File: config.mk
export PLATFORM = sky130hd
export DESIGN_NAME = irq_pin_tracker
export DESIGN_NICKNAME = d
export VERILOG_FILES = /design/src/rtl/irqt_pkg.sv /design/src/rtl/irqt_pin_cell.sv /design/src/rtl/irqt_eoi_match.sv /design/src/rtl/irqt_arbiter.sv /design/src/rtl/irq_pin_tracker.sv
export SDC_FILE = /design/constraint.sdc
export NUM_CORES = 1
export LEC_CHECK = 0
export BUFFER_PORTS_ARGS = -buffer_cell sky130_fd_sc_hd__buf_4
export CORE_AREA = 2 2 183 185
export DETAILED_ROUTE_END_ITERATION = 8
export DIE_AREA = 0 0 185 187
export PLACE_DENSITY_LB_ADDON = 0.12
export SYNTH_ARGS = -nofsm -noshare
export SYNTH_HDL_FRONTEND = slang
export SYNTH_HIERARCHICAL = 1
export SYNTH_SLANG_ARGS = --single-unit
File: constraint.sdc
create_clock -name clk -period 8.95 [get_ports clk]
set_clock_uncertainty 0.2 [all_clocks]
set_input_delay 0.895 -clock clk [delete_from_list [all_inputs] [get_ports clk]]
set_output_delay 0.895 -clock clk [all_outputs]
set_load 0.02 [all_outputs]
File: src/rtl/irqt_pkg.sv
package irqt_pkg;
  typedef enum logic {
    TRIG_EDGE  = 1'b0,
    TRIG_LEVEL = 1'b1
  } trig_e;
endpackage

File: src/rtl/irqt_pin_cell.sv
module irqt_pin_cell
  import irqt_pkg::*;
(
  input  logic clk,
  input  logic rst,
  input  logic pin_raw,
  input  logic pol,
  input  logic trig,
  input  logic mask,
  input  logic grant,
  input  logic eoi_hit,
  output logic pending,
  output logic remote,
  output logic req
);
  trig_e trig_mode;
  logic  eff, eff_q, rise, is_level, svc_event, eoi_redo;
  logic  p_n, r_n, q_n;

  assign trig_mode = trig_e'(trig);
  assign is_level  = (trig_mode == TRIG_LEVEL);
  assign eff       = pin_raw ^ pol;
  assign rise      = eff & ~eff_q;
  assign svc_event = rise & ((~is_level & ~pending) | ~remote);
  assign eoi_redo  = eoi_hit & ~mask & pending;

  always_comb begin
    p_n = pending;
    r_n = remote;
    q_n = req;
    if (grant) begin
      q_n = 1'b0;
      if (!mask && is_level) r_n = 1'b1;
      if (!is_level) p_n = 1'b0;
    end
    if (eoi_hit) r_n = 1'b0;
    if (!eff) p_n = 1'b0;
    else if (rise) p_n = 1'b1;
    if (svc_event || eoi_redo) q_n = 1'b1;
  end

  always_ff @(posedge clk) begin
    if (rst) begin
      eff_q   <= 1'b0;
      pending <= 1'b0;
      remote  <= 1'b0;
      req     <= 1'b0;
    end else begin
      eff_q   <= eff;
      pending <= p_n;
      remote  <= r_n;
      req     <= q_n;
    end
  end

  a_r2_inactive_clears: assert property (@(posedge clk) disable iff (rst)
    !eff |=> !pending);
  a_r4_level_sets_remote: assert property (@(posedge clk) disable iff (rst)
    (grant && !mask && is_level && !eoi_hit) |=> remote);
  a_r5_edge_drops_pending: assert property (@(posedge clk) disable iff (rst)
    (grant && !is_level && !rise) |=> !pending);
  a_r6_held_off: assert property (@(posedge clk) disable iff (rst)
    (rise && is_level && remote && !eoi_hit && !req) |=> !req);
  a_r7_eoi_releases: assert property (@(posedge clk) disable iff (rst)
    eoi_hit |=> !remote);
endmodule

File: src/rtl/irqt_eoi_match.sv
module irqt_eoi_match #(
  parameter int unsigned NPINS = 24,
  parameter int unsigned VEC_W = 8
) (
  input  logic                   clk,
  input  logic                   rst,
  input  logic                   eoi_valid,
  input  logic [VEC_W-1:0]       eoi_vector,
  input  logic [NPINS*VEC_W-1:0] vec_flat,
  output logic [NPINS-1:0]       hit
);
  logic [NPINS-1:0] match_lowest;

  // Scan downward so the lowest matching index is the one that remains.
  always_comb begin
    match_lowest = '0;
    for (int i = NPINS - 1; i >= 0; i--) begin
      if (vec_flat[i*VEC_W +: VEC_W] == eoi_vector)
        match_lowest = NPINS'(1) << i;
    end
  end

  assign hit = eoi_valid ? match_lowest : '0;

  a_r7_single_hit: assert property (@(posedge clk) disable iff (rst)
    $onehot0(hit));
  a_r7_hit_needs_msg: assert property (@(posedge clk) disable iff (rst)
    (|hit) |-> eoi_valid);
endmodule

File: src/rtl/irqt_arbiter.sv
module irqt_arbiter #(
  parameter int unsigned NPINS = 24,
  parameter int unsigned VEC_W = 8,
  localparam int unsigned IDX_W = (NPINS > 1) ? $clog2(NPINS) : 1
) (
  input  logic                   clk,
  input  logic                   rst,
  input  logic [NPINS-1:0]       req,
  input  logic [NPINS-1:0]       mask,
  input  logic [NPINS-1:0]       trig,
  input  logic [NPINS*VEC_W-1:0] vec_flat,
  output logic [NPINS-1:0]       grant,
  output logic                   dlv_valid,
  output logic [IDX_W-1:0]       dlv_pin,
  output logic [VEC_W-1:0]       dlv_vector,
  output logic                   dlv_level
);
  logic [IDX_W-1:0] sel;
  logic             found;

  always_comb begin
    sel   = '0;
    found = 1'b0;
    for (int i = 0; i < NPINS; i++) begin
      if (req[i] && !found) begin
        found = 1'b1;
        sel   = IDX_W'(i);
      end
    end
  end

  assign grant = found ? (NPINS'(1) << sel) : '0;

  always_ff @(posedge clk) begin
    if (rst) begin
      dlv_valid  <= 1'b0;
      dlv_pin    <= '0;
      dlv_vector <= '0;
      dlv_level  <= 1'b0;
    end else begin
      dlv_valid  <= found & ~mask[sel];
      dlv_pin    <= sel;
      dlv_vector <= vec_flat[sel*VEC_W +: VEC_W];
      dlv_level  <= trig[sel];
    end
  end

  a_r5_masked_silent: assert property (@(posedge clk) disable iff (rst)
    dlv_valid |-> $past(|(grant & ~mask)));
  a_r9_one_grant: assert property (@(posedge clk) disable iff (rst)
    $onehot0(grant));
endmodule

File: src/rtl/irq_pin_tracker.sv
module irq_pin_tracker #(
  parameter int unsigned NPINS = 24,
  parameter int unsigned VEC_W = 8,
  localparam int unsigned IDX_W = (NPINS > 1) ? $clog2(NPINS) : 1
) (
  input  logic                   clk,
  input  logic                   rst,
  input  logic [NPINS-1:0]       pin_level,
  input  logic [NPINS-1:0]       cfg_polarity,
  input  logic [NPINS-1:0]       cfg_level_trig,
  input  logic [NPINS-1:0]       cfg_mask,
  input  logic [NPINS*VEC_W-1:0] cfg_vector,
  input  logic                   eoi_valid,
  input  logic [VEC_W-1:0]       eoi_vector,
  output logic                   dlv_valid,
  output logic [IDX_W-1:0]       dlv_pin,
  output logic [VEC_W-1:0]       dlv_vector,
  output logic                   dlv_level,
  output logic [NPINS-1:0]       pin_pending,
  output logic [NPINS-1:0]       pin_remote
);
  logic [NPINS-1:0] req, grant, eoi_hit;

  irqt_eoi_match #(.NPINS(NPINS), .VEC_W(VEC_W)) u_eoi (
    .clk(clk), .rst(rst), .eoi_valid(eoi_valid), .eoi_vector(eoi_vector),
    .vec_flat(cfg_vector), .hit(eoi_hit)
  );

  for (genvar g = 0; g < NPINS; g++) begin : g_pin
    irqt_pin_cell u_cell (
      .clk(clk), .rst(rst), .pin_raw(pin_level[g]), .pol(cfg_polarity[g]),
      .trig(cfg_level_trig[g]), .mask(cfg_mask[g]), .grant(grant[g]),
      .eoi_hit(eoi_hit[g]), .pending(pin_pending[g]), .remote(pin_remote[g]),
      .req(req[g])
    );
  end

  irqt_arbiter #(.NPINS(NPINS), .VEC_W(VEC_W)) u_arb (
    .clk(clk), .rst(rst), .req(req), .mask(cfg_mask), .trig(cfg_level_trig),
    .vec_flat(cfg_vector), .grant(grant), .dlv_valid(dlv_valid),
    .dlv_pin(dlv_pin), .dlv_vector(dlv_vector), .dlv_level(dlv_level)
  );

  a_r10_reset_quiet: assert property (@(posedge clk)
    $past(rst) |-> (!dlv_valid && pin_pending == '0 && pin_remote == '0));
endmodule

==> flow_metrics.tcl <==
set metrics [dict create \
    power-per-cell-area_nw_per_um2 158 \
    ir_worst_vdd_mv 0.101 \
    drt_wl_total_um 46500 \
    dp_worst_setup_slack_ps 4540 \
    setup-violations-final 0 \
    path_max_fanout 54 \
    wire_length_of_the_first_global_routing_pass_um 67500 \
    ioPinCount 362 \
    syn-instance-count 1261 \
    synth_top_area_frac 0.231 \
    synthesized_netlist_net_count 1560 \
    route.detailed.vias_per_inst 5.38 \
    post_synth.cell_area_avg_sq_um 7.64 \
    endpoint_kind "flop" \
    postSynth.topFlopCell "sky130_fd_sc_hd__dfxtp_1" \
    post-route-period-util 0.501 \
    yosys.cell_types.count 71 \
    gp_congestion 0.934 \
    fillcell_total 3495 \
    placedInstanceArea_sq_um 12500 \
    hold_violations 0 \
    dieArea_sq_um 34600 \
    synth-seq-area-share 0.231 \
    antenna_cells_inserted 0 \
    floorplan.die.width_um 185 \
    mappedNetlistArea_sq_um 9640 \
    p_leak_uw 0.00542 \
    worstMarginPinSlew_ps 918 \
    starting_density 0.293 \
    ys.warnings.count 6 \
    synth_largest_area_cell "sky130_fd_sc_hd__dfxtp_1" \
    groute.usage.overall 0.259 \
    cts_inserted_buffers 9 \
    place.detailed.hpwl_um 37300 \
    die_height_um 187 \
    wl_per_cell_um 23.0 \
    design.final.nets 1872 \
    clock_tree_from_tritoncts "built" \
    placeableCoreArea_sq_um 32900 \
    fin_area_sq_um 12800 \
    dr_wl_met2_um 22300 \
    drtIter0Drc 942 \
    drt-met1-wl_um 19000 \
    grt_antenna_before_repair 1 \
    worst-setup-path-type "flop to flop" \
    synth.top_cells.by_area "sky130_fd_sc_hd__dfxtp_1, sky130_fd_sc_hd__xnor2_1, sky130_fd_sc_hd__xor2_1" \
    synth.ff_latch_count 111 \
    detail_route.drc_violations 0 \
    number_of_synthesized_flops_with_an_enable_pin 0 \
    cts_max_path_buffers 2 \
    grt.overflow.total 0 \
    max_cap_violations 0 \
    cts_setup_buffers 0 \
    largest_net_degree_at_the_start_of_global_routing 82 \
    post-layout-total-power_uw 2030 \
    antenna_left 0 \
    ctsRootBufferMaster "sky130_fd_sc_hd__clkbuf_16" \
    status "finished, final reports clean" \
    area.growth.synth_to_final_pct 33.2 \
    dr.max_layer_used "met5" \
    grt_pass1_vias 10800 \
    async_reset_ff_frac 0 \
    timing.slew.headroom 0.388 \
    final_max_slew_viol_count 0 \
    path_clk_slew_ps 90 \
    worst-endpoint-required_ps 9060 \
    number_of_sinks_on_the_clock_net 111 \
    routed-wl-met3_um 3870 \
    drive_above_1_share 0.275 \
    clock_insertion_delay_at_the_later_pin_of_the_skew_report_ps 360 \
    postCtsHoldBufs 0 \
    postLayoutSetupSlackWorst_ps 4460 \
    std_cell_rows 67 \
    port_buffers 361 \
    worst_hold_path_type "flop to flop" \
    hold-worst-slack_ps 251 \
    routed-via-count 10900 \
    timing.final.crit_period_ps 4490 \
    cp-start-kind "flop" \
    max_freq_mhz 223 \
    fin_setup_tns_ps 0 \
    arrival_ps 4600 \
    drtPass1Iterations 6 \
    post_cts_sizing 0 \
    unrepaired_setup_endpoints_after_global_routing "no" \
    cts_htree_levels 3 \
]
synthesized netlist by cell type, types with 15 or more instances:
library cell / count
sky130_fd_sc_hd__o21a_1: 26
sky130_fd_sc_hd__nand2b_1: 25
sky130_fd_sc_hd__o21ai_0: 31
sky130_fd_sc_hd__xor2_1: 88
sky130_fd_sc_hd__nand3_1: 74
sky130_fd_sc_hd__nor2_1: 48
sky130_fd_sc_hd__a31oi_1: 34
sky130_fd_sc_hd__o32ai_2: 24
sky130_fd_sc_hd__inv_1: 78
sky130_fd_sc_hd__mux2i_1: 19
sky130_fd_sc_hd__nand4_1: 40
sky130_fd_sc_hd__buf_6: 16
sky130_fd_sc_hd__xnor2_1: 128
sky130_fd_sc_hd__and3_1: 15
sky130_fd_sc_hd__a32oi_1: 28
sky130_fd_sc_hd__a21oi_1: 54
sky130_fd_sc_hd__buf_2: 15
sky130_fd_sc_hd__nand2_1: 196
sky130_fd_sc_hd__nor4_1: 34
sky130_fd_sc_hd__nor3_1: 41
sky130_fd_sc_hd__dfxtp_1: 111
cell families (layout without fill, tap and decap cells):
logic type	after synthesis	count (layout)	share of synthesized area
AOI/OAI and AO/OA	242	242	0.191
xor gates and xnor gates	216	216	0.196
buffers and inverters	144	461	0.0788
DFF	111	111	0.231
muxes	23	23	0.0244
and+or+nand+nor	525	525	0.279
area by class of cell:
cell class,instances,area (sq um),area share
tap,448,561,0.0437
clock inverter,7,113,0.00877
sequential,111,2220,0.173
timing repair buffer,367,2760,0.215
clock buffer,9,225,0.0175
inverter,78,293,0.0228
multi-input combinational,1006,6670,0.520
stage by stage:
stage / util / std cells
floorplan: - / 1261
global placement: 0.380 / 2010
detailed placement: 0.380 / 2010
CTS: 0.391 / 2026
global route: 0.391 / 2026
finish: 0.391 / 2026
placed cells by master (no fill, tap or decap), types with 3 or more instances in the layout:
cell,Yosys,layout
sky130_fd_sc_hd__and2_1,10,9
sky130_fd_sc_hd__a21oi_1,54,54
sky130_fd_sc_hd__and3_1,15,15
sky130_fd_sc_hd__nor4_2,3,3
sky130_fd_sc_hd__nor2b_1,3,3
sky130_fd_sc_hd__nand4_1,40,40
sky130_fd_sc_hd__a211oi_1,5,5
sky130_fd_sc_hd__nand2b_1,25,25
sky130_fd_sc_hd__o211ai_1,4,4
sky130_fd_sc_hd__mux2i_1,19,19
sky130_fd_sc_hd__nor4_4,3,3
sky130_fd_sc_hd__xor2_1,88,88
sky130_fd_sc_hd__or4_1,5,5
sky130_fd_sc_hd__buf_4,9,367
sky130_fd_sc_hd__clkbuf_16,0,9
sky130_fd_sc_hd__nor4b_1,3,3
sky130_fd_sc_hd__dfxtp_1,111,111
sky130_fd_sc_hd__xnor2_1,128,128
sky130_fd_sc_hd__nand4b_1,3,3
sky130_fd_sc_hd__nand2_1,196,196
sky130_fd_sc_hd__o32ai_2,24,24
sky130_fd_sc_hd__a221o_1,4,4
sky130_fd_sc_hd__inv_1,78,78
sky130_fd_sc_hd__nor2_1,48,47
sky130_fd_sc_hd__nand3_1,74,74
sky130_fd_sc_hd__a311oi_1,3,3
sky130_fd_sc_hd__mux2_2,4,4
sky130_fd_sc_hd__o311ai_0,4,4
sky130_fd_sc_hd__a32oi_1,28,28
sky130_fd_sc_hd__nor4_1,34,34
sky130_fd_sc_hd__o21a_1,26,26
sky130_fd_sc_hd__a31oi_1,34,34
sky130_fd_sc_hd__o21ai_0,31,31
sky130_fd_sc_hd__nor3_1,41,41
sky130_fd_sc_hd__o22ai_1,7,7
path summary, 6_finish.rpt:
path / cells past startpoint / slack [ps] / to / start
hold reg to reg: 1 / 250 / g_pin[4].u_cell/pending$_SDFFE_PP0P_ / g_pin[4].u_cell/eff_q$_SDFF_PP0_
setup reg to reg: 9 / 4460 / u_arb/dlv_vector[3]$_SDFF_PP0_ / g_pin[0].u_cell/req$_SDFFE_PP0P_
setup / recovery: 9 / 4460 / u_arb/dlv_vector[3]$_SDFF_PP0_ / g_pin[0].u_cell/req$_SDFFE_PP0P_
hold / removal: 1 / 250 / g_pin[4].u_cell/pending$_SDFFE_PP0P_ / g_pin[4].u_cell/eff_q$_SDFF_PP0_
report_power, final:
part	total, uW	switching [uW]	internal (uW)
Sequential	610	62.9	547
Clock	466	214	252
Combinational	952	585	366
flip-flops by register name, summed over array words and instances (netlist names):
name,count
g_pin.u_cell/eff_q,24
u_arb/dlv_valid,1
u_arb/dlv_level,1
g_pin.u_cell/req,24
g_pin.u_cell/remote,24
g_pin.u_cell/pending,24
u_arb/dlv_vector,8
u_arb/dlv_pin,5
metal layers:
layer  GRT usage  vias up
met5           0        -
met4      0.0794        2
met3      0.0436       68
met2       0.449      503
met1       0.327     5241
li1            -     5094
worst max-delay path: stages (launching register included):
cell,delay (ps)
sky130_fd_sc_hd__dfxtp_1,480
sky130_fd_sc_hd__nor4_4,540
sky130_fd_sc_hd__and3_1,400
sky130_fd_sc_hd__a32oi_1,170
sky130_fd_sc_hd__nand2_4,490
sky130_fd_sc_hd__buf_4,660
sky130_fd_sc_hd__mux2i_1,170
sky130_fd_sc_hd__a221o_1,400
sky130_fd_sc_hd__nor4_1,640
sky130_fd_sc_hd__o21a_1,210
(Power assumes the default switching activity.)
